`src/rtl/ilk_pkg.sv`:
```
`timescale 1ns/1ps
package ilk_pkg;
    typedef enum logic [1:0] {
        OPC_NONE = 2'b00,
        OPC_ALU  = 2'b01,
        OPC_LOAD = 2'b10,
        OPC_MOVE = 2'b11
    } op_class_e;
endpackage

```
`src/rtl/ilk_ready_table.sv`:
```
`timescale 1ns/1ps
// Per-register result countdown; younger writer wins on same index.
module ilk_ready_table #(
    parameter int NUM_REGS = 16,
    parameter int REG_W    = 4,
    parameter int CNT_W    = 2
) (
    input  logic                clk,
    input  logic                rst_n,
    input  logic                wr0_en,
    input  logic [REG_W-1:0]    wr0_idx,
    input  logic [CNT_W-1:0]    wr0_cnt,
    input  logic                wr1_en,
    input  logic [REG_W-1:0]    wr1_idx,
    input  logic [CNT_W-1:0]    wr1_cnt,
    output logic [NUM_REGS-1:0] busy
);
    for (genvar g = 0; g < NUM_REGS; g++) begin : g_reg
        logic [CNT_W-1:0] cnt;
        always_ff @(posedge clk) begin
            if (!rst_n)
                cnt <= '0;
            else if (wr1_en && wr1_idx == REG_W'(g))
                cnt <= wr1_cnt;
            else if (wr0_en && wr0_idx == REG_W'(g))
                cnt <= wr0_cnt;
            else if (cnt != '0)
                cnt <= cnt - 1'b1;
        end
        assign busy[g] = (cnt != '0);
    end
endmodule

```
`src/rtl/ilk_src_check.sv`:
```
`timescale 1ns/1ps
// Source readiness test for one slot, with optional same-cycle bypass.
module ilk_src_check #(
    parameter int NUM_REGS = 16,
    parameter int REG_W    = 4
) (
    input  logic [NUM_REGS-1:0] busy,
    input  logic [REG_W-1:0]    src_a,
    input  logic [REG_W-1:0]    src_b,
    input  logic [1:0]          src_use,
    input  logic                fwd_en,
    input  logic [REG_W-1:0]    fwd_idx,
    output logic                hazard
);
    logic pend_a, pend_b;
    always_comb begin
        pend_a = src_use[0] && busy[src_a] && !(fwd_en && fwd_idx == src_a);
        pend_b = src_use[1] && busy[src_b] && !(fwd_en && fwd_idx == src_b);
        hazard = pend_a || pend_b;
    end
endmodule

```
`src/rtl/ilk_pair_check.sv`:
```
`timescale 1ns/1ps
// Slot 1 reading a non-forwardable result of slot 0 in the same pair.
module ilk_pair_check #(
    parameter int REG_W = 4
) (
    input  logic                 old_valid,
    input  ilk_pkg::op_class_e   old_class,
    input  logic [REG_W-1:0]     old_dst,
    input  logic [REG_W-1:0]     src_a,
    input  logic [REG_W-1:0]     src_b,
    input  logic [1:0]           src_use,
    output logic                 hazard
);
    import ilk_pkg::*;
    logic slow_prod;
    always_comb begin
        slow_prod = old_valid && (old_class == OPC_ALU || old_class == OPC_LOAD);
        hazard = slow_prod && ((src_use[0] && src_a == old_dst) ||
                               (src_use[1] && src_b == old_dst));
    end
endmodule

```
`src/rtl/int_issue_interlock.sv`:
```
`timescale 1ns/1ps
module int_issue_interlock #(
    parameter int NUM_REGS = 16,
    parameter int ALU_LAT  = 1,
    parameter int LOAD_LAT = 2
) (
    input  logic       clk,
    input  logic       rst_n,
    input  logic       p0_valid,
    input  logic [3:0] p0_src_a,
    input  logic [3:0] p0_src_b,
    input  logic [1:0] p0_src_use,
    input  logic [3:0] p0_dst,
    input  logic [1:0] p0_class,
    input  logic       p1_valid,
    input  logic [3:0] p1_src_a,
    input  logic [3:0] p1_src_b,
    input  logic [1:0] p1_src_use,
    input  logic [3:0] p1_dst,
    input  logic [1:0] p1_class,
    output logic       p0_stall,
    output logic       p1_stall
);
    import ilk_pkg::*;

    localparam int REG_W   = $clog2(NUM_REGS);
    localparam int MAX_LAT = (LOAD_LAT > ALU_LAT) ? LOAD_LAT : ALU_LAT;
    localparam int CNT_W   = $clog2(MAX_LAT + 1);

    function automatic logic [CNT_W-1:0] wait_for(input op_class_e c);
        unique case (c)
            OPC_ALU:  wait_for = CNT_W'(ALU_LAT - 1);
            OPC_LOAD: wait_for = CNT_W'(LOAD_LAT - 1);
            default:  wait_for = '0;
        endcase
    endfunction

    op_class_e         cls0, cls1;
    logic [NUM_REGS-1:0] busy;
    logic              hz0, hz1, pair_hz, fwd_en;
    logic              wr0_en, wr1_en;

    assign cls0   = op_class_e'(p0_class);
    assign cls1   = op_class_e'(p1_class);
    assign fwd_en = p0_valid && (cls0 == OPC_MOVE);

    ilk_src_check #(.NUM_REGS(NUM_REGS), .REG_W(REG_W)) u_src0 (
        .busy(busy), .src_a(p0_src_a[REG_W-1:0]), .src_b(p0_src_b[REG_W-1:0]),
        .src_use(p0_src_use), .fwd_en(1'b0), .fwd_idx('0), .hazard(hz0)
    );

    ilk_src_check #(.NUM_REGS(NUM_REGS), .REG_W(REG_W)) u_src1 (
        .busy(busy), .src_a(p1_src_a[REG_W-1:0]), .src_b(p1_src_b[REG_W-1:0]),
        .src_use(p1_src_use), .fwd_en(fwd_en), .fwd_idx(p0_dst[REG_W-1:0]),
        .hazard(hz1)
    );

    ilk_pair_check #(.REG_W(REG_W)) u_pair (
        .old_valid(p0_valid), .old_class(cls0), .old_dst(p0_dst[REG_W-1:0]),
        .src_a(p1_src_a[REG_W-1:0]), .src_b(p1_src_b[REG_W-1:0]),
        .src_use(p1_src_use), .hazard(pair_hz)
    );

    always_comb begin
        p0_stall = p0_valid && hz0;
        p1_stall = p1_valid && (p0_stall || hz1 || pair_hz);
        wr0_en   = p0_valid && !p0_stall && (cls0 != OPC_NONE);
        wr1_en   = p1_valid && !p1_stall && (cls1 != OPC_NONE);
    end

    ilk_ready_table #(.NUM_REGS(NUM_REGS), .REG_W(REG_W), .CNT_W(CNT_W)) u_table (
        .clk(clk), .rst_n(rst_n),
        .wr0_en(wr0_en), .wr0_idx(p0_dst[REG_W-1:0]), .wr0_cnt(wait_for(cls0)),
        .wr1_en(wr1_en), .wr1_idx(p1_dst[REG_W-1:0]), .wr1_cnt(wait_for(cls1)),
        .busy(busy)
    );
endmodule

```
`config.mk`:
```
export PLATFORM = sky130hd
export DESIGN_NAME = int_issue_interlock
export DESIGN_NICKNAME = d
export VERILOG_FILES = /design/src/rtl/ilk_pkg.sv /design/src/rtl/ilk_ready_table.sv /design/src/rtl/ilk_src_check.sv /design/src/rtl/ilk_pair_check.sv /design/src/rtl/int_issue_interlock.sv
export SDC_FILE = /design/constraint.sdc
export NUM_CORES = 1
export LEC_CHECK = 0
export ABC_AREA = 1
export BUFFER_PORTS_ARGS = -buffer_cell sky130_fd_sc_hd__buf_2
export CAP_MARGIN = 20
export CORE_MARGIN = 2
export CORE_UTILIZATION = 45
export DETAILED_ROUTE_END_ITERATION = 6
export PLACE_DENSITY = 0.69
export SYNTH_ARGS = -nofsm -noshare
export SYNTH_HDL_FRONTEND = slang
export SYNTH_SLANG_ARGS = --single-unit
export TNS_END_PERCENT = 5
```
`constraint.sdc`:
```
create_clock -name clk -period 3.5 [get_ports clk]
set_input_delay 0.175 -clock clk [delete_from_list [all_inputs] [get_ports clk]]
set_output_delay 0.175 -clock clk [all_outputs]
set_load 0.005 [all_outputs]
```
-- After elaboration in Yosys (flattened, before gate mapping)
Cells that the tools add are included.
- RAM bits: 0
- bits in read-only memories: 0
- bits in registers: 32
- memories: 0
- bits in latches: 0
- input bits: 36
- word-level logic and storage cells: 229
- output and inout bits: 2
- $add $sub $neg: 16
- divide/modulo/power cells: 0
- shifts and indexed selects: 0
- multiply operators: 0
- mux-type cells: 58
- bitwise gates (word level): 0
- order comparisons: 4
- eq/ne operators: 38
- reduce and logical (&&, ||, !) cells: 97
- operators by type and width (operator ; number):
    2-to-1 mux 2 bit ; 48
    equality test 4 bit, second input constant ; 16
    logical AND 1 bit ; 51
    nonzero test 3 bit ; 16
    nonzero test 2 bit ; 18
    equality test 4 x 3 -> 1 bit, second input constant ; 8
    subtractor 2 x 1 -> 2 bit, second input constant ; 16
    < comparator 4 x 5 -> 1 bit, second input constant ; 4
    binary-select mux 1 bit (select 4 bit) ; 4
    equality test 4 x 2 -> 1 bit, second input constant ; 4
    equality test 4 bit ; 4
    equality test 4 x 1 -> 1 bit, second input constant ; 2
    zero test 4 bit ; 2
    equality test 2 bit, second input constant ; 3
    logical OR 1 bit ; 6
    2-to-1 mux 1 bit ; 6
    zero test 1 bit ; 4
    equality test 2 x 1 -> 1 bit, second input constant ; 1

-- Logic depth before layout (Yosys ltp)
- depth after elaboration: 14
- depth in mapped cells: 18
- gate-level depth less buffers: 17

-- By module
Synthesis repeated with hierarchy kept, for this count alone.
- cell total of the unflattened synthesis: 725
- area, all modules: 3818.7 um^2
- modules (own cells, without submodules) (module ; area each (um^2) ; seq. area each (um^2) ; times used ; cells an instance):
    ilk_ready_table ; 2576.2 ; 640.6 ; 1 ; 456
    ilk_src_check ; 504.2 ; 0.0 ; 2 ; 108
    ilk_pair_check ; 165.2 ; 0.0 ; 1 ; 37
    int_issue_interlock ; 68.8 ; 0.0 ; 1 ; 16

-- Worst setup path after synthesis
OpenSTA, ideal clock, no wires.
- path kind: reg2reg
- from: register u_table.g_reg[15].cnt[0]
- to: register u_table.g_reg[11].cnt[0]
- data arrival time: 1819 ps
- cell stages (with the launch flop): 18
- path slack: 1570 ps
- clock period less this slack: 1930 ps
- setup time: 111 ps
- cells stage by stage: dfxtp_1 -> inv_1 -> ha_1 -> inv_1 -> nand2_1 -> nand3_1 -> nand3_1 -> nand3_1 -> nand3_1 -> nand2_1 -> nand2_2 -> nand3_4 -> buf_6 -> nor2_4 -> nand2_1 -> nand2_1 -> nor2_1 -> nor2_1
- word-level cells in the longest chain between the ends: 14
- elaborated cells on any way between the ends: 32
- those cells by class: mux (10); reduce/logical (22)
- RTL lines (what ; RTL line ; source):
    start, declared ; ilk_ready_table.sv:19 ; logic [CNT_W-1:0] cnt;
    start signal, assigned ; ilk_ready_table.sv:24 ; cnt <= wr1_cnt;
    start signal, assigned ; ilk_ready_table.sv:26 ; cnt <= wr0_cnt;
    start signal, assigned ; ilk_ready_table.sv:28 ; cnt <= cnt - 1'b1;
    nonzero test 2 bit * ; ilk_ready_table.sv:30 ; assign busy[g] = (cnt != '0);
    binary-select mux 1 bit (select 4 bit), on equally long branches ; ilk_src_check.sv:17, ilk_src_check.sv:18 ;
    2-to-1 mux 1 bit, on equally long branches ; ilk_src_check.sv:17, ilk_src_check.sv:18 ;
    logical AND 1 bit, on equally long branches ; ilk_src_check.sv:17, ilk_src_check.sv:18 ;
    logical OR 1 bit, or another cell as far along ; ilk_src_check.sv:19 ; hazard = pend_a || pend_b;
    logical AND 1 bit or logical OR 1 bit (tied branches) ; int_issue_interlock.sv:65, ilk_src_check.sv:19 ;
    logical OR 1 bit (2 in series) ; int_issue_interlock.sv:66 ; p1_stall = p1_valid && (p0_stall || hz1 || pair_hz);
    logical AND 1 bit ; int_issue_interlock.sv:66 ;
    zero test 1 bit ; int_issue_interlock.sv:68 ; wr1_en = p1_valid && !p1_stall && (cls1 != OPC_NONE);
    logical AND 1 bit (2 in series) ; int_issue_interlock.sv:68 ;
    logical AND 1 bit ; ilk_ready_table.sv:23 ; else if (wr1_en && wr1_idx == REG_W'(g))
    nonzero test 3 bit (no source line) or 2-to-1 mux 2 bit (tied branches) ; - ;
    end signal, assigned ; ilk_ready_table.sv:24 ;
    end signal, assigned ; ilk_ready_table.sv:26 ;
    end signal, assigned ; ilk_ready_table.sv:28 ;
    end, declared ; ilk_ready_table.sv:19 ;
Mark *: on every way between the ends. The rest lies on a longest branch, timed or not. The select of a mux whose other input is x is not followed.
A chain may end at the register's enable or synchronous reset.

-- Worst setup path after layout
- from: register u_table.g_reg[12].cnt[0]
- to: register u_table.g_reg[10].cnt[0]
- word-level cells in the longest chain between the ends: 14
- elaborated cells on any way between the ends: 32
- those cells by class: mux (10); reduce/logical (22)
- RTL lines (what ; RTL line):
    start, declared ; ilk_ready_table.sv:19
    start signal, assigned ; ilk_ready_table.sv:24
    start signal, assigned ; ilk_ready_table.sv:26
    start signal, assigned ; ilk_ready_table.sv:28
    nonzero test 2 bit * ; ilk_ready_table.sv:30
    binary-select mux 1 bit (select 4 bit), on equally long branches ; ilk_src_check.sv:17, ilk_src_check.sv:18
    2-to-1 mux 1 bit, on equally long branches ; ilk_src_check.sv:17, ilk_src_check.sv:18
    logical AND 1 bit, on equally long branches ; ilk_src_check.sv:17, ilk_src_check.sv:18
    logical OR 1 bit, or another cell as far along ; ilk_src_check.sv:19
    logical AND 1 bit or logical OR 1 bit (tied branches) ; int_issue_interlock.sv:65, ilk_src_check.sv:19
    logical OR 1 bit (2 in series) ; int_issue_interlock.sv:66
    logical AND 1 bit ; int_issue_interlock.sv:66
    zero test 1 bit ; int_issue_interlock.sv:68
    logical AND 1 bit (2 in series) ; int_issue_interlock.sv:68
    logical AND 1 bit ; ilk_ready_table.sv:23
    nonzero test 3 bit (no source line) or 2-to-1 mux 2 bit (tied branches) ; -
    end signal, assigned ; ilk_ready_table.sv:24
    end signal, assigned ; ilk_ready_table.sv:26
    end signal, assigned ; ilk_ready_table.sv:28
    end, declared ; ilk_ready_table.sv:19
Marked as above.

==> metrics.txt <==
number of enable-type register cells in the synthesized netlist=0; clock latency on the worst-skew pair=0.29 ns; Mapped Avg Cell Area=between 5 and 6 sq um; worst setup path category=register to register; IO buf count=37; RSZ-0062 raised after global routing=false; reg-to-reg slack, setup=0.80 ns; Clock Pin Slew Worst Setup and Hold Paths=0.07 ns; most used standard cell by instance count after synthesis=sky130_fd_sc_hd__nand2_1; cell count after synthesis=~580; netlist area before placement=3340 sq um; ranking of synthesized cells by instance count=174 x sky130_fd_sc_hd__nand2_1, 96 x sky130_fd_sc_hd__inv_1, 80 x sky130_fd_sc_hd__nand3_1, 61 x sky130_fd_sc_hd__nor2_1, 32 x sky130_fd_sc_hd__dfxtp_1; root cell of the clock tree=sky130_fd_sc_hd__clkbuf_8; initial standard-cell utilization of the core=46.3%; number of iterations in the first detailed-routing pass=5; time the final worst path needs with I/O delays and setup=between 2 and 3 ns; number of inserted diodes=0; post-route DRC violation count=0; global placer's final weighted congestion=0.934; flip-flop cell with the highest count after synthesis=sky130_fd_sc_hd__dfxtp_1; Die Y=90.2 um; sum of routed wire length over all layers=9.80 mm; number of nets in the synthesized netlist=roughly 640; IO Count=38; full die area=8140 sq um; Final Net Count=roughly 670; cts-stage hold buffer count=0; met1 wire length=about 4.4 mm; final HPWL from detailed placement=about 7.8 mm; setup tns final=0 ns; Req. time, crit path=between 3 and 4 ns; TritonCTS buffer count=5; max FFs per register=32; wire length on met3=697 um; CTS tree=yes; DRT iter0 DRCs=256; via count normalized by instance count=5.24; fraction of the core area covered by cells at the end of the flow=51.0%; signed area change from the synthesized netlist to the final layout=10.1%; transition time of the tightest slew-check pin=0.718 ns; Placement Rows=31; maximum fanout count along the critical path=21; maximum vdd ir drop=0.468 mV; end of the worst hold path=u_table.g_reg[4].cnt[1]$_SDFFE_PN0P_; Maximum Capacitance Violations=0; registers with the most flip-flops=u_table.g.cnt (32); horizontal die dimension=about 90 um; worst slew slack as a fraction of its limit=52.1%; final number of hold-violating endpoints=0; worst setup skew after layout=0.00630 ns; sequential area share after synthesis=19.2%; Pwr Density=667 nW/um^2; number of cells traversed by the worst register-to-register path=16; post-CTS setup buffer count=0; proportion of synthesized flip-flops having asynchronous set or reset=0%; instance count along the most critical hold path=3; data arrival at the endpoint of the critical path=2.92 ns; startpoint of the most critical register-to-register path=u_table.g_reg[12].cnt[0]$_SDFFE_PN0P_; count of cell types in the netlist=31; via count=about 3800; H-tree lvl count=2; Yosys warnings=0; share of layout cells above drive strength 1=about an eighth; largest net degree at the start of global routing=24; core area=7210 sq um; post-detailed-route wirelength per cell=~14 um; Yosys reg bits=32; type of the worst min-delay path=primary input to register; pins over their slew limit=0; topmost layer with routed signal wires=met4; antenna violations before repair=0; Max Buffers Root-to-Sink=2; post-synth top area cell=sky130_fd_sc_hd__nand2_1; wire length of the first global-routing pass=16.5 mm; grt ovf=0; antenna viol nets, final=0; total global routing track utilization=24.7%; portion of synthesized cell area occupied by the leading cell type=19.5%; post-CTS sizing=0; met2 routed WL=around 4.5 mm; timing-limited maximum frequency=~370 MHz; Crit. End Element=register; outcome=complete, no violations; most flop-heavy register=u_table.g.cnt; CP Launch Type=register; FF-to-FF End=u_table.g_reg[10].cnt[0]$_SDFFE_PN0P_; number of clock sinks=32; setup-violating endpoint count in the final report=0; Static Leakage=0.00196 uW; hold path start=p1_dst[1]; part of the cycle the worst path needs=77.1%; top cells by area, synth=sky130_fd_sc_hd__nand2_1 20%, sky130_fd_sc_hd__dfxtp_1 19%, sky130_fd_sc_hd__nand3_1 12%, sky130_fd_sc_hd__inv_1 11%, sky130_fd_sc_hd__ha_1 7.1%; vias in the first global route=3507
## worst max-delay path by stage
stage                                                from                                     to  slack (ns)  cells past startpoint
finish              u_table.g_reg[12].cnt[0]$_SDFFE_PN0P_  u_table.g_reg[10].cnt[0]$_SDFFE_PN0P_        0.80                     16
global route        u_table.g_reg[11].cnt[0]$_SDFFE_PN0P_  u_table.g_reg[13].cnt[0]$_SDFFE_PN0P_        0.45                     16
CTS                 u_table.g_reg[11].cnt[0]$_SDFFE_PN0P_  u_table.g_reg[10].cnt[0]$_SDFFE_PN0P_        0.84                     16
detailed placement  u_table.g_reg[11].cnt[0]$_SDFFE_PN0P_  u_table.g_reg[10].cnt[0]$_SDFFE_PN0P_        0.84                     16
global placement    u_table.g_reg[11].cnt[0]$_SDFFE_PN0P_  u_table.g_reg[10].cnt[0]$_SDFFE_PN0P_        0.91                     16
floorplan           u_table.g_reg[15].cnt[0]$_SDFFE_PN0P_  u_table.g_reg[11].cnt[0]$_SDFFE_PN0P_        1.57                     17
## worst max-delay path: stages (launching register included)
cell and delay, ns:
sky130_fd_sc_hd__dfxtp_1 0.33, sky130_fd_sc_hd__inv_1 0.06, sky130_fd_sc_hd__ha_1 0.27, sky130_fd_sc_hd__inv_1 0.15, sky130_fd_sc_hd__nand2_1 0.09, sky130_fd_sc_hd__nand3_1 0.06, sky130_fd_sc_hd__nand3_1 0.07, sky130_fd_sc_hd__nand3_1 0.08
sky130_fd_sc_hd__nand3_1 0.16, sky130_fd_sc_hd__nand2_1 0.12, sky130_fd_sc_hd__nor2_2 0.57, sky130_fd_sc_hd__nand2_1 0.25, sky130_fd_sc_hd__o21ai_1 0.18, sky130_fd_sc_hd__inv_1 0.05, sky130_fd_sc_hd__nand2_1 0.05, sky130_fd_sc_hd__nand2_1 0.04
sky130_fd_sc_hd__nor2_1 0.10
## layout by cell type (no fill, tap or decap), types with 6 or more instances in the layout
master,synthesis,routed
sky130_fd_sc_hd__a21oi_1,19,19
sky130_fd_sc_hd__o21ai_1,6,6
sky130_fd_sc_hd__inv_1,96,96
sky130_fd_sc_hd__nor2_1,61,61
sky130_fd_sc_hd__dfxtp_1,32,32
sky130_fd_sc_hd__nand4_1,10,10
sky130_fd_sc_hd__o211ai_1,13,13
sky130_fd_sc_hd__inv_2,7,7
sky130_fd_sc_hd__nand2_1,174,174
sky130_fd_sc_hd__nand3_1,80,80
sky130_fd_sc_hd__o21ai_0,10,10
sky130_fd_sc_hd__xor2_1,8,8
sky130_fd_sc_hd__ha_1,19,19
sky130_fd_sc_hd__clkbuf_8,0,7
sky130_fd_sc_hd__buf_2,2,37
## area by class of cell
class,count,area [sq um]
fill,801,3530
tap,99,124
clock buffer,7,96.3
multi-input combinational,435,2230
sequential,32,641
timing repair buffer,38,193
inverter,105,394
## per-stage QoR
step	hold WS (ns)	instances	setup WS, ns	cell area (sq um)	total power, uW
after floorplan	0.322	582	1.57	3340	1760
after global placement	0.522	709	0.909	3590	2070
after detailed placement	0.522	709	0.841	3590	2110
after CTS	0.250	716	0.842	3680	2440
after global routing	0.281	716	0.453	3680	2720
final	0.252	716	0.802	3680	2460
## cell families after synthesis
group                    synth area share, %
AO/OA/AOI/OAI                           8.72
XOR/XNOR                                3.41
adder cells (fa/ha/maj)                 7.11
buffers and inverters                   14.0
flip-flops                              19.2
AND/OR/NAND/NOR                         47.6
## layer usage
layer | GRT usage (%) | vias up
li1 | - | 1911
met1 | 33.3 | 1679
met2 | 41.2 | 139
met3 | 2.85 | 22
met4 | 7.82 | 0
met5 | 0 | -
## report_power, final
group          internal (uW)  switching, uW  leakage (uW)
clock                    175            146     0.0000503
sequential               516           78.4      0.000265
combinational            581            960       0.00164
total                   1270           1190       0.00196
Note: power is estimated with default switching activity, not from simulation.
